==> src/rtl/sdram_seq_pkg.sv <==
package sdram_seq_pkg;

  // {CS#, RAS#, CAS#, WE#}
  typedef enum logic [3:0] {
    CMD_NOP  = 4'b0111,
    CMD_ACT  = 4'b0011,
    CMD_RD   = 4'b0101,
    CMD_WR   = 4'b0100,
    CMD_PRE  = 4'b0010,
    CMD_STOP = 4'b0110
  } sd_cmd_e;

  typedef enum logic [2:0] {
    ST_IDLE,
    ST_OPEN,
    ST_XFER,
    ST_CLOSE,
    ST_RECOVER
  } seq_state_e;

endpackage

==> src/rtl/seq_delay.sv <==
module seq_delay #(
  parameter int W = 4
) (
  input  logic         clk,
  input  logic         rst,
  input  logic         load,
  input  logic [W-1:0] load_val,
  output logic         zero
);
  logic [W-1:0] cnt;

  always_ff @(posedge clk) begin
    if (rst)             cnt <= '0;
    else if (load)       cnt <= load_val;
    else if (cnt != '0)  cnt <= cnt - W'(1);
  end

  assign zero = (cnt == '0);
endmodule

==> src/rtl/seq_beats.sv <==
module seq_beats #(
  parameter int CW = 10
) (
  input  logic          clk,
  input  logic          rst,
  input  logic          start,
  input  logic [CW-1:0] lead,
  input  logic [CW-1:0] nbeats,
  output logic          dv,
  output logic          at_term,
  output logic          at_last
);
  logic [CW-1:0] cnt, lead_q, n_q;
  logic          run;

  assign at_term = run && (cnt == n_q - CW'(1));
  assign at_last = run && (cnt == lead_q + n_q - CW'(1));

  always_ff @(posedge clk) begin
    if (rst) begin
      run    <= 1'b0;
      cnt    <= '0;
      lead_q <= '0;
      n_q    <= '0;
      dv     <= 1'b0;
    end else if (start) begin
      run    <= 1'b1;
      cnt    <= '0;
      lead_q <= lead;
      n_q    <= nbeats;
      dv     <= (lead == '0);
    end else begin
      if (run)     cnt <= cnt + CW'(1);
      if (at_last) run <= 1'b0;
      dv <= run && !at_last && ((cnt + CW'(1)) >= lead_q);
    end
  end
endmodule

==> src/rtl/sdram_burst_seq.sv <==
module sdram_burst_seq
  import sdram_seq_pkg::*;
#(
  parameter int ROW_W  = 12,
  parameter int COL_W  = 8,
  parameter int BANK_W = 2,
  parameter int AP_BIT = 10,
  parameter int T_RCD  = 2,
  parameter int T_RP   = 2
) (
  input  logic              clk,
  input  logic              rst,
  input  logic              req_valid,
  input  logic              req_write,
  input  logic [BANK_W-1:0] req_bank,
  input  logic [ROW_W-1:0]  req_row,
  input  logic [COL_W-1:0]  req_col,
  input  logic              req_autopre,
  input  logic [COL_W-1:0]  req_fp_len,
  input  logic              cfg_cl3,
  input  logic [1:0]        cfg_blen,
  input  logic              cfg_fullpage,
  input  logic              cfg_wr_single,
  output logic              req_ack,
  output logic              sd_cs_n,
  output logic              sd_ras_n,
  output logic              sd_cas_n,
  output logic              sd_we_n,
  output logic [BANK_W-1:0] sd_ba,
  output logic [ROW_W-1:0]  sd_addr,
  output logic              data_valid
);
  localparam int CNT_W   = COL_W + 2;
  localparam int DLY_MAX = (T_RCD > T_RP) ? T_RCD : T_RP;
  localparam int DLY_W   = $clog2(DLY_MAX + 1);

  seq_state_e        st, st_n;
  sd_cmd_e           cmd_q, cmd_n;
  logic [ROW_W-1:0]  addr_q, addr_n;
  logic [BANK_W-1:0] ba_q, ba_n;
  logic              ack_q, ack_n;

  // request captured at acceptance
  logic              wr_q, ap_q, fp_q, term_sent;
  logic [BANK_W-1:0] bank_q;
  logic [COL_W-1:0]  col_q;
  logic [CNT_W-1:0]  nb_q, lead_q;

  // decode of the incoming request against the mode inputs
  logic              single_in, fp_in, ap_in;
  logic [CNT_W-1:0]  nb_in, lead_in;

  logic take, dly_load, dly_zero, trk_start, trk_term, trk_last, term_set;
  logic [DLY_W-1:0] dly_val;

  always_comb begin
    single_in = req_write && cfg_wr_single;
    fp_in     = cfg_fullpage && !single_in;
    ap_in     = req_autopre && !fp_in;
    if (single_in)  nb_in = CNT_W'(1);
    else if (fp_in) nb_in = CNT_W'(req_fp_len) + CNT_W'(1);
    else            nb_in = CNT_W'(1) << cfg_blen;
    lead_in = req_write ? '0 : (cfg_cl3 ? CNT_W'(3) : CNT_W'(2));
  end

  always_comb begin
    st_n      = st;
    cmd_n     = CMD_NOP;
    addr_n    = '0;
    ba_n      = '0;
    ack_n     = 1'b0;
    take      = 1'b0;
    dly_load  = 1'b0;
    dly_val   = '0;
    trk_start = 1'b0;
    term_set  = 1'b0;
    case (st)
      ST_IDLE: if (req_valid) begin
        take     = 1'b1;
        ack_n    = 1'b1;
        cmd_n    = CMD_ACT;
        addr_n   = req_row;
        ba_n     = req_bank;
        dly_load = 1'b1;
        dly_val  = DLY_W'(T_RCD - 1);
        st_n     = ST_OPEN;
      end
      ST_OPEN: if (dly_zero) begin
        cmd_n          = wr_q ? CMD_WR : CMD_RD;
        addr_n         = ROW_W'(col_q);
        addr_n[AP_BIT] = ap_q;
        ba_n           = bank_q;
        trk_start      = 1'b1;
        st_n           = ST_XFER;
      end
      ST_XFER: begin
        if (fp_q && trk_term && !term_sent) begin
          cmd_n    = CMD_STOP;
          term_set = 1'b1;
        end
        if (trk_last) begin
          if (fp_q && trk_term && !term_sent) begin
            st_n = ST_CLOSE;
          end else begin
            if (!ap_q) begin
              cmd_n = CMD_PRE;
              ba_n  = bank_q;
            end
            dly_load = 1'b1;
            dly_val  = DLY_W'(T_RP - 1);
            st_n     = ST_RECOVER;
          end
        end
      end
      ST_CLOSE: begin
        cmd_n    = CMD_PRE;
        ba_n     = bank_q;
        dly_load = 1'b1;
        dly_val  = DLY_W'(T_RP - 1);
        st_n     = ST_RECOVER;
      end
      ST_RECOVER: if (dly_zero) st_n = ST_IDLE;
      default: st_n = ST_IDLE;
    endcase
  end

  always_ff @(posedge clk) begin
    if (rst) begin
      st        <= ST_IDLE;
      cmd_q     <= CMD_NOP;
      addr_q    <= '0;
      ba_q      <= '0;
      ack_q     <= 1'b0;
      wr_q      <= 1'b0;
      ap_q      <= 1'b0;
      fp_q      <= 1'b0;
      bank_q    <= '0;
      col_q     <= '0;
      nb_q      <= '0;
      lead_q    <= '0;
      term_sent <= 1'b0;
    end else begin
      st     <= st_n;
      cmd_q  <= cmd_n;
      addr_q <= addr_n;
      ba_q   <= ba_n;
      ack_q  <= ack_n;
      if (take) begin
        wr_q   <= req_write;
        ap_q   <= ap_in;
        fp_q   <= fp_in;
        bank_q <= req_bank;
        col_q  <= req_col;
        nb_q   <= nb_in;
        lead_q <= lead_in;
      end
      if (trk_start)     term_sent <= 1'b0;
      else if (term_set) term_sent <= 1'b1;
    end
  end

  seq_delay #(.W(DLY_W)) u_delay (
    .clk(clk), .rst(rst), .load(dly_load), .load_val(dly_val), .zero(dly_zero)
  );

  seq_beats #(.CW(CNT_W)) u_beats (
    .clk(clk), .rst(rst), .start(trk_start), .lead(lead_q), .nbeats(nb_q),
    .dv(data_valid), .at_term(trk_term), .at_last(trk_last)
  );

  assign {sd_cs_n, sd_ras_n, sd_cas_n, sd_we_n} = cmd_q;
  assign sd_addr = addr_q;
  assign sd_ba   = ba_q;
  assign req_ack = ack_q;
endmodule

==> config.mk <==
export PLATFORM = sky130hd
export DESIGN_NAME = sdram_burst_seq
export DESIGN_NICKNAME = d
export VERILOG_FILES = /design/src/rtl/sdram_seq_pkg.sv /design/src/rtl/seq_delay.sv /design/src/rtl/seq_beats.sv /design/src/rtl/sdram_burst_seq.sv
export SDC_FILE = /design/constraint.sdc
export NUM_CORES = 1
export LEC_CHECK = 0
export ABC_AREA = 1
export BUFFER_PORTS_ARGS = -buffer_cell sky130_fd_sc_hd__clkbuf_2
export CAP_MARGIN = 40
export CORE_AREA = 5 5 120 122
export CTS_CLUSTER_DIAMETER = 40
export DETAILED_ROUTE_END_ITERATION = 8
export DIE_AREA = 0 0 125 127
export GPL_ROUTABILITY_DRIVEN = 0
export SLEW_MARGIN = 40
export SYNTH_ARGS = -nofsm -noshare
export SYNTH_HDL_FRONTEND = slang
export SYNTH_HIERARCHICAL = 1
export SYNTH_SLANG_ARGS = --single-unit
export TNS_END_PERCENT = 1
==> constraint.sdc <==
create_clock -name clk -period 3.6 [get_ports clk]
set_clock_uncertainty 0.15 [all_clocks]
set_input_delay 0.72 -clock clk [delete_from_list [all_inputs] [get_ports clk]]
set_output_delay 0.72 -clock clk [all_outputs]
set_load 0.1 [all_outputs]
======== Word level (Yosys, flattened, before mapping) ========
Index checks and enable logic that the tools add are counted.
storage, ports and cells
  register bits ........................... 90
  input port bits ......................... 40
  output and inout bits ................... 20
  logic and storage cells ................. 103
operators by class
  $add $sub $neg .......................... 6
  order comparisons ....................... 1
  equality and inequality tests ........... 10
  shifts and indexed selects .............. 1
  muxes and demuxes ....................... 45
  reductions and logical operators ........ 21
operators by type and width
  cell                                                count
  one-hot mux 12 bit (2 select lines)                 1
  == test 10 bit                                      2
  2-to-1 mux 10 bit                                   2
  subtractor 10 x 1 -> 10 bit, second input constant  2
  2-to-1 mux 2 bit                                    9
  2-to-1 mux 3 bit                                    6
  2-to-1 mux 1 bit                                    17
  one-hot mux 4 bit (4 select lines)                  1
  one-hot mux 3 bit (5 select lines)                  1
  2-to-1 mux 12 bit                                   1
  2-to-1 mux 4 bit                                    3
  2-to-1 mux 11 bit                                   1
  adder 10 x 1 -> 10 bit, second input constant       1
  adder 10 bit                                        1
  >= comparator 10 bit                                1
  zero test 10 bit                                    1
  left shift 1 x 2 -> 10 bit, first input constant    1
  adder 8 x 1 -> 9 bit, second input constant         1
  logical AND 1 bit                                   9
  one-hot mux 2 bit (4 select lines)                  1
  == test 3 x 2 -> 1 bit, second input constant       2
  inequality test 2 bit, second input constant        3
  one-hot mux 1 bit (3 select lines)                  2
  nonzero test 2 bit                                  3
  other kinds (9)                                     12

======== Depth between registers and ports, before layout ========
  depth after elaboration ................. 10
  gate-level depth with buffers ........... 21

======== By module ========
The synthesis kept the hierarchy.
modules (own cells, without submodules)
  module           instances  cells an instance  area an instance (µm²)  seq. area each (µm²)
  seq_beats        1          385                2570.0                  640.6
  sdram_burst_seq  1          286                2063.2                  920.9
  seq_delay        1          17                 113.9                   40.0

======== Least setup slack after synthesis ========
OpenSTA, ideal clock, no wires.
  path type ............................... register to register
  from .................................... register u_beats.n_q[1]
  to ...................................... register u_delay.cnt[1]
  library setup time ...................... 120 ps
  arrival time ............................ 2498 ps
  required time ........................... 3330 ps
  setup slack ............................. 832 ps
  cell stages (with the launch flop) ...... 21
  cell sequence ........................... dfxtp_1 -> inv_1 -> ha_1 -> inv_1 -> ha_1 -> inv_1 -> fa_1 -> inv_1 -> nand2_1 -> nand2_1 -> nand3_1 -> nor2_1 -> nand3_1 -> nor2_1 -> nand3_1 -> nor2_1 -> nand2_1 -> nand3_1 -> inv_1 -> o21ai_0 -> a21oi_1
on the way
  elaborated cells between the ends (all ways) .. 14
  those cells by class .................... 3 x add/sub; 2 x eq/ne; 4 x mux; 5 x reduce/logical
RTL lines
  element                                                 RTL line                source
  start, declared                                         seq_beats.sv:13         logic [CW-1:0] cnt, lead_q, n_q;
  start signal, assigned                                  seq_beats.sv:30         n_q <= nbeats;
  adder 10 bit *                                          seq_beats.sv:17         assign at_last = run && (cnt == lead_q + n_q - CW'(1));
  subtractor 10 x 1 -> 10 bit *                           seq_beats.sv:17
  == test 10 bit *                                        seq_beats.sv:17
  logical AND 1 bit *                                     seq_beats.sv:17
  via trk_last                                            sdram_burst_seq.sv:53   logic take, dly_load, dly_zero, trk_start, trk_term, trk_last, term_set;
  2-to-1 mux 1 bit *                                      sdram_burst_seq.sv:101  if (trk_last) begin
  one-hot mux 1 bit (3 select lines) *                    sdram_burst_seq.sv:77   case (st)
  via dly_load                                            sdram_burst_seq.sv:53
  2-to-1 mux 2 bit or nonzero test 2 bit (tied branches)  n/a
  end signal, assigned                                    seq_delay.sv:14         else if (load) cnt <= load_val;
  end signal, assigned                                    seq_delay.sv:15         else if (cnt != '0) cnt <= cnt - W'(1);
  end, declared                                           seq_delay.sv:10         logic [W-1:0] cnt;
Mark *: on every way through the listed nets, which the timed path passes. The rest lies on a longest branch.
A chain may end at the register's enable or synchronous reset.

======== Worst setup path after layout ========
Same ends and word-level chain as after synthesis.

==> results.cfg <==
[global_routing]
antenna_found_initial = 0
grt_overflow = 0
grt_pass1_vias = 3979
grt_max_degree = 30
grt_usage = 0.140
grt_pass1_wl_um = 18500

[power_and_ir_drop]
peakVddDrop_mv = 0.510
power.density_nw_per_um2 = 994
cellLeakagePower_nw = 2.74
p_total_w = 0.00555

[yosys]
ys_seq_elements = 80
synth-seq-area-share = 0.337
synth_area_um2 = 4750
yosysWarningCount = 6
synth_cell_types = 41
synth_area_per_cell_um2 = 6.90
synth_cells = 688

[clocking]
cts_tree = built
worstSkewPairLatency_ns = 0.33
postCtsSetupBuffers = 0
path_clk_slew_ns = 0.06
cts_buffers = 9
cts-root-buf = clkbuf_16
hold_buffers = 0
cts_resized = 0
clock_path_buffers = 2
htreeDepth = 3
cts.sinks = 80

[timing]
max_slew_margin = 0.566
fin_crit_ns = 3.23
whs_ns = 0.313
report.final.setup_viol = 0
worst_slew_pin_slew_ns = 0.652
clock.fmax_ghz = 0.310
drv_slew = 0
finalCritPeriodShare = 0.897
hold_viol_final = 0
setup_tns_ns = 0
rsz0062_at_grt = no

[routing]
totalWireLength_um = 11000
drcViolationCount = 0
num_vias = 4278
drtAntennaViolNets = 0
wire_per_inst_um = 11.7
drtPass1Iterations = 4
viasPerCell = 4.55
drtIter0Drc = 218

[floorplan]
die_w_um = 125
core_area_um2 = 13100
io_pins = 60
die_h_um = 127
start_util = 0.363
dieArea_um2 = 15900
fp-row-count = 42

[final_layout]
final_area_um2 = 5590
syn2layout_area_growth_pct = 17.7
finalNonFillerCells = 940
final_common_cell = nand2_1
layout_common_cells = nand2_1 (169), inv_1 (105), dfxtp_1 (80)
diodes = 0
drive_gt1_frac = 0.135
final_net_count = 832

[worst_setup_path]
arrival_ns = 3.30
max_stage_delay_ns = 0.39
critPathCaptureType = flop
path_class = flop to flop
cpMaxStageDelayCell = fa_1
required_ns = 3.67
critPathMaxFanout = 5
cpMostUsedCell = inv_1
path_cells = inv_1 > ha_1 > inv_1 > ha_1 > inv_1 > fa_1 > inv_1 > nand2_1 > nand2_1 > nand3_1 > nand2_1 > nand3_1 > nor2_1 > nand3_1 > nor2_1 > nand2_1 > nand3_1 > inv_1 > o21ai_0 > a21oi_1
crit_path_start_kind = flop

[placement]
dp.cells = 925
port_buffers = 58
place_area_um2 = 5250
hpwl_um = 8660

[run_status]
status = finished, final reports clean

[worst_hold_path]
hold_path.class = flop to flop

[job]
cap_violations = 0
-- stage by stage --
stage,util,setup slack (ns)
final,0.427,0.372
after global routing,0.427,0.0692
after CTS,0.427,0.412
after detailed placement,0.401,0.416
after global placement,0.401,0.500
after floorplan,-,0.832
-- cells in the mapped netlist --
cell type	number	area share
nand4_2	2	0.0053
buf_2	2	0.0021
nand2_1	169	0.13
xor2_1	17	0.031
nand3b_1	3	0.0047
o21a_1	2	0.0032
nor2_4	3	0.0071
nor4_1	1	0.0013
dfxtp_1	80	0.34
ha_1	31	0.082
fa_1	1	0.0042
o21bai_1	2	0.0032
or2_2	2	0.0026
nor3_2	1	0.0021
or2_0	1	0.0013
nor3_4	1	0.0034
nor2_8	1	0.0042
inv_1	105	0.083
nand3_2	1	0.0021
xnor2_1	7	0.013
o21ai_0	37	0.039
nor2_2	3	0.0040
o21ai_1	2	0.0021
inv_2	6	0.0047
o211ai_1	2	0.0032
nor2_1	51	0.040
conb_1	1	0.00079
a211oi_1	4	0.0063
nor3_1	3	0.0032
nand3_1	38	0.040
a21o_1	1	0.0016
nand3_4	1	0.0037
buf_6	3	0.0071
clkbuf_2	1	0.0011
clkbuf_1	9	0.0071
nand4_1	11	0.014
a21oi_1	74	0.078
nand2_2	1	0.0013
buf_4	4	0.0063
clkinv_1	1	0.00079
nor3b_2	3	0.0079
-- routing by layer --
metal / vias up / track usage / share of wire
li1: 2320 / - / -
met1: 1886 / 0.188 / 0.49
met2: 66 / 0.233 / 0.47
met3: 6 / 0.0242 / 0.033
met4: 0 / 0.0364 / 0.0053
met5: - / 0 / 0
-- where the power goes --
group	switching, W	total, W	internal, W
clock network	0.000366	0.00104	0.000678
logic	0.00214	0.00324	0.00110
registers	0.000158	0.00127	0.00111
total	0.00266	0.00555	0.00289
-- registers in the layout, indices dropped and copies added (netlist names) --
register / count
u_delay/cnt: 2
ap_q: 1
nb_q: 9
cmd_q: 3
fp_q: 1
u_beats/cnt: 10
term_sent: 1
req_ack: 1
bank_q: 2
u_beats/lead_q: 10
sd_addr: 12
lead_q: 2
u_beats/run: 1
u_beats/n_q: 10
col_q: 8
wr_q: 1
sd_ba: 2
st: 3
u_beats/dv: 1
-- cell families (layout without fill, tap and decap cells) --
group | Yosys count | in the layout | share of synthesized area
buffers and inverters | 131 | 190 | 0.112
and+or+nand+nor | 296 | 296 | 0.283
AOI/OAI and AO/OA | 124 | 124 | 0.137
DFF | 80 | 80 | 0.337
xor gates and xnor gates | 24 | 24 | 0.0443
adders and majority gates | 32 | 32 | 0.0859
other | 1 | 18 | 0.000790
-- area by class of cell --
class,instances,area [um^2]
clock buffers,9,225
multi-input cells,494,2680
flip-flops and latches,80,1600
fillers,1399,7500
well taps,176,220
inverters,112,420
clock inverters,6,116
repair buffers,63,328
-- critical path, delay by kind of cell, from the launching register on --
| kind | cells | cell delay (ns) |
|---|---|---|
| simple gates | 10 | 1.24 |
| fa+ha+maj | 3 | 0.80 |
| flops | 1 | 0.29 |
| buf+inv | 5 | 0.42 |
| compound gates | 2 | 0.20 |
-- worst paths after layout --
check | slack [ns] | startpoint | depth (start not counted) | to
worst max-delay path | 0.37 | u_beats/n_q[1] | 20 | u_delay/cnt[1]
worst min-delay path | 0.31 | nb_q[6] | 2 | nb_q[6]
worst max register to register | 0.37 | u_beats/n_q[1] | 20 | u_delay/cnt[1]
worst min register to register | 0.31 | nb_q[6] | 2 | nb_q[6]
No activity file was read; power rests on OpenSTA's default activity.
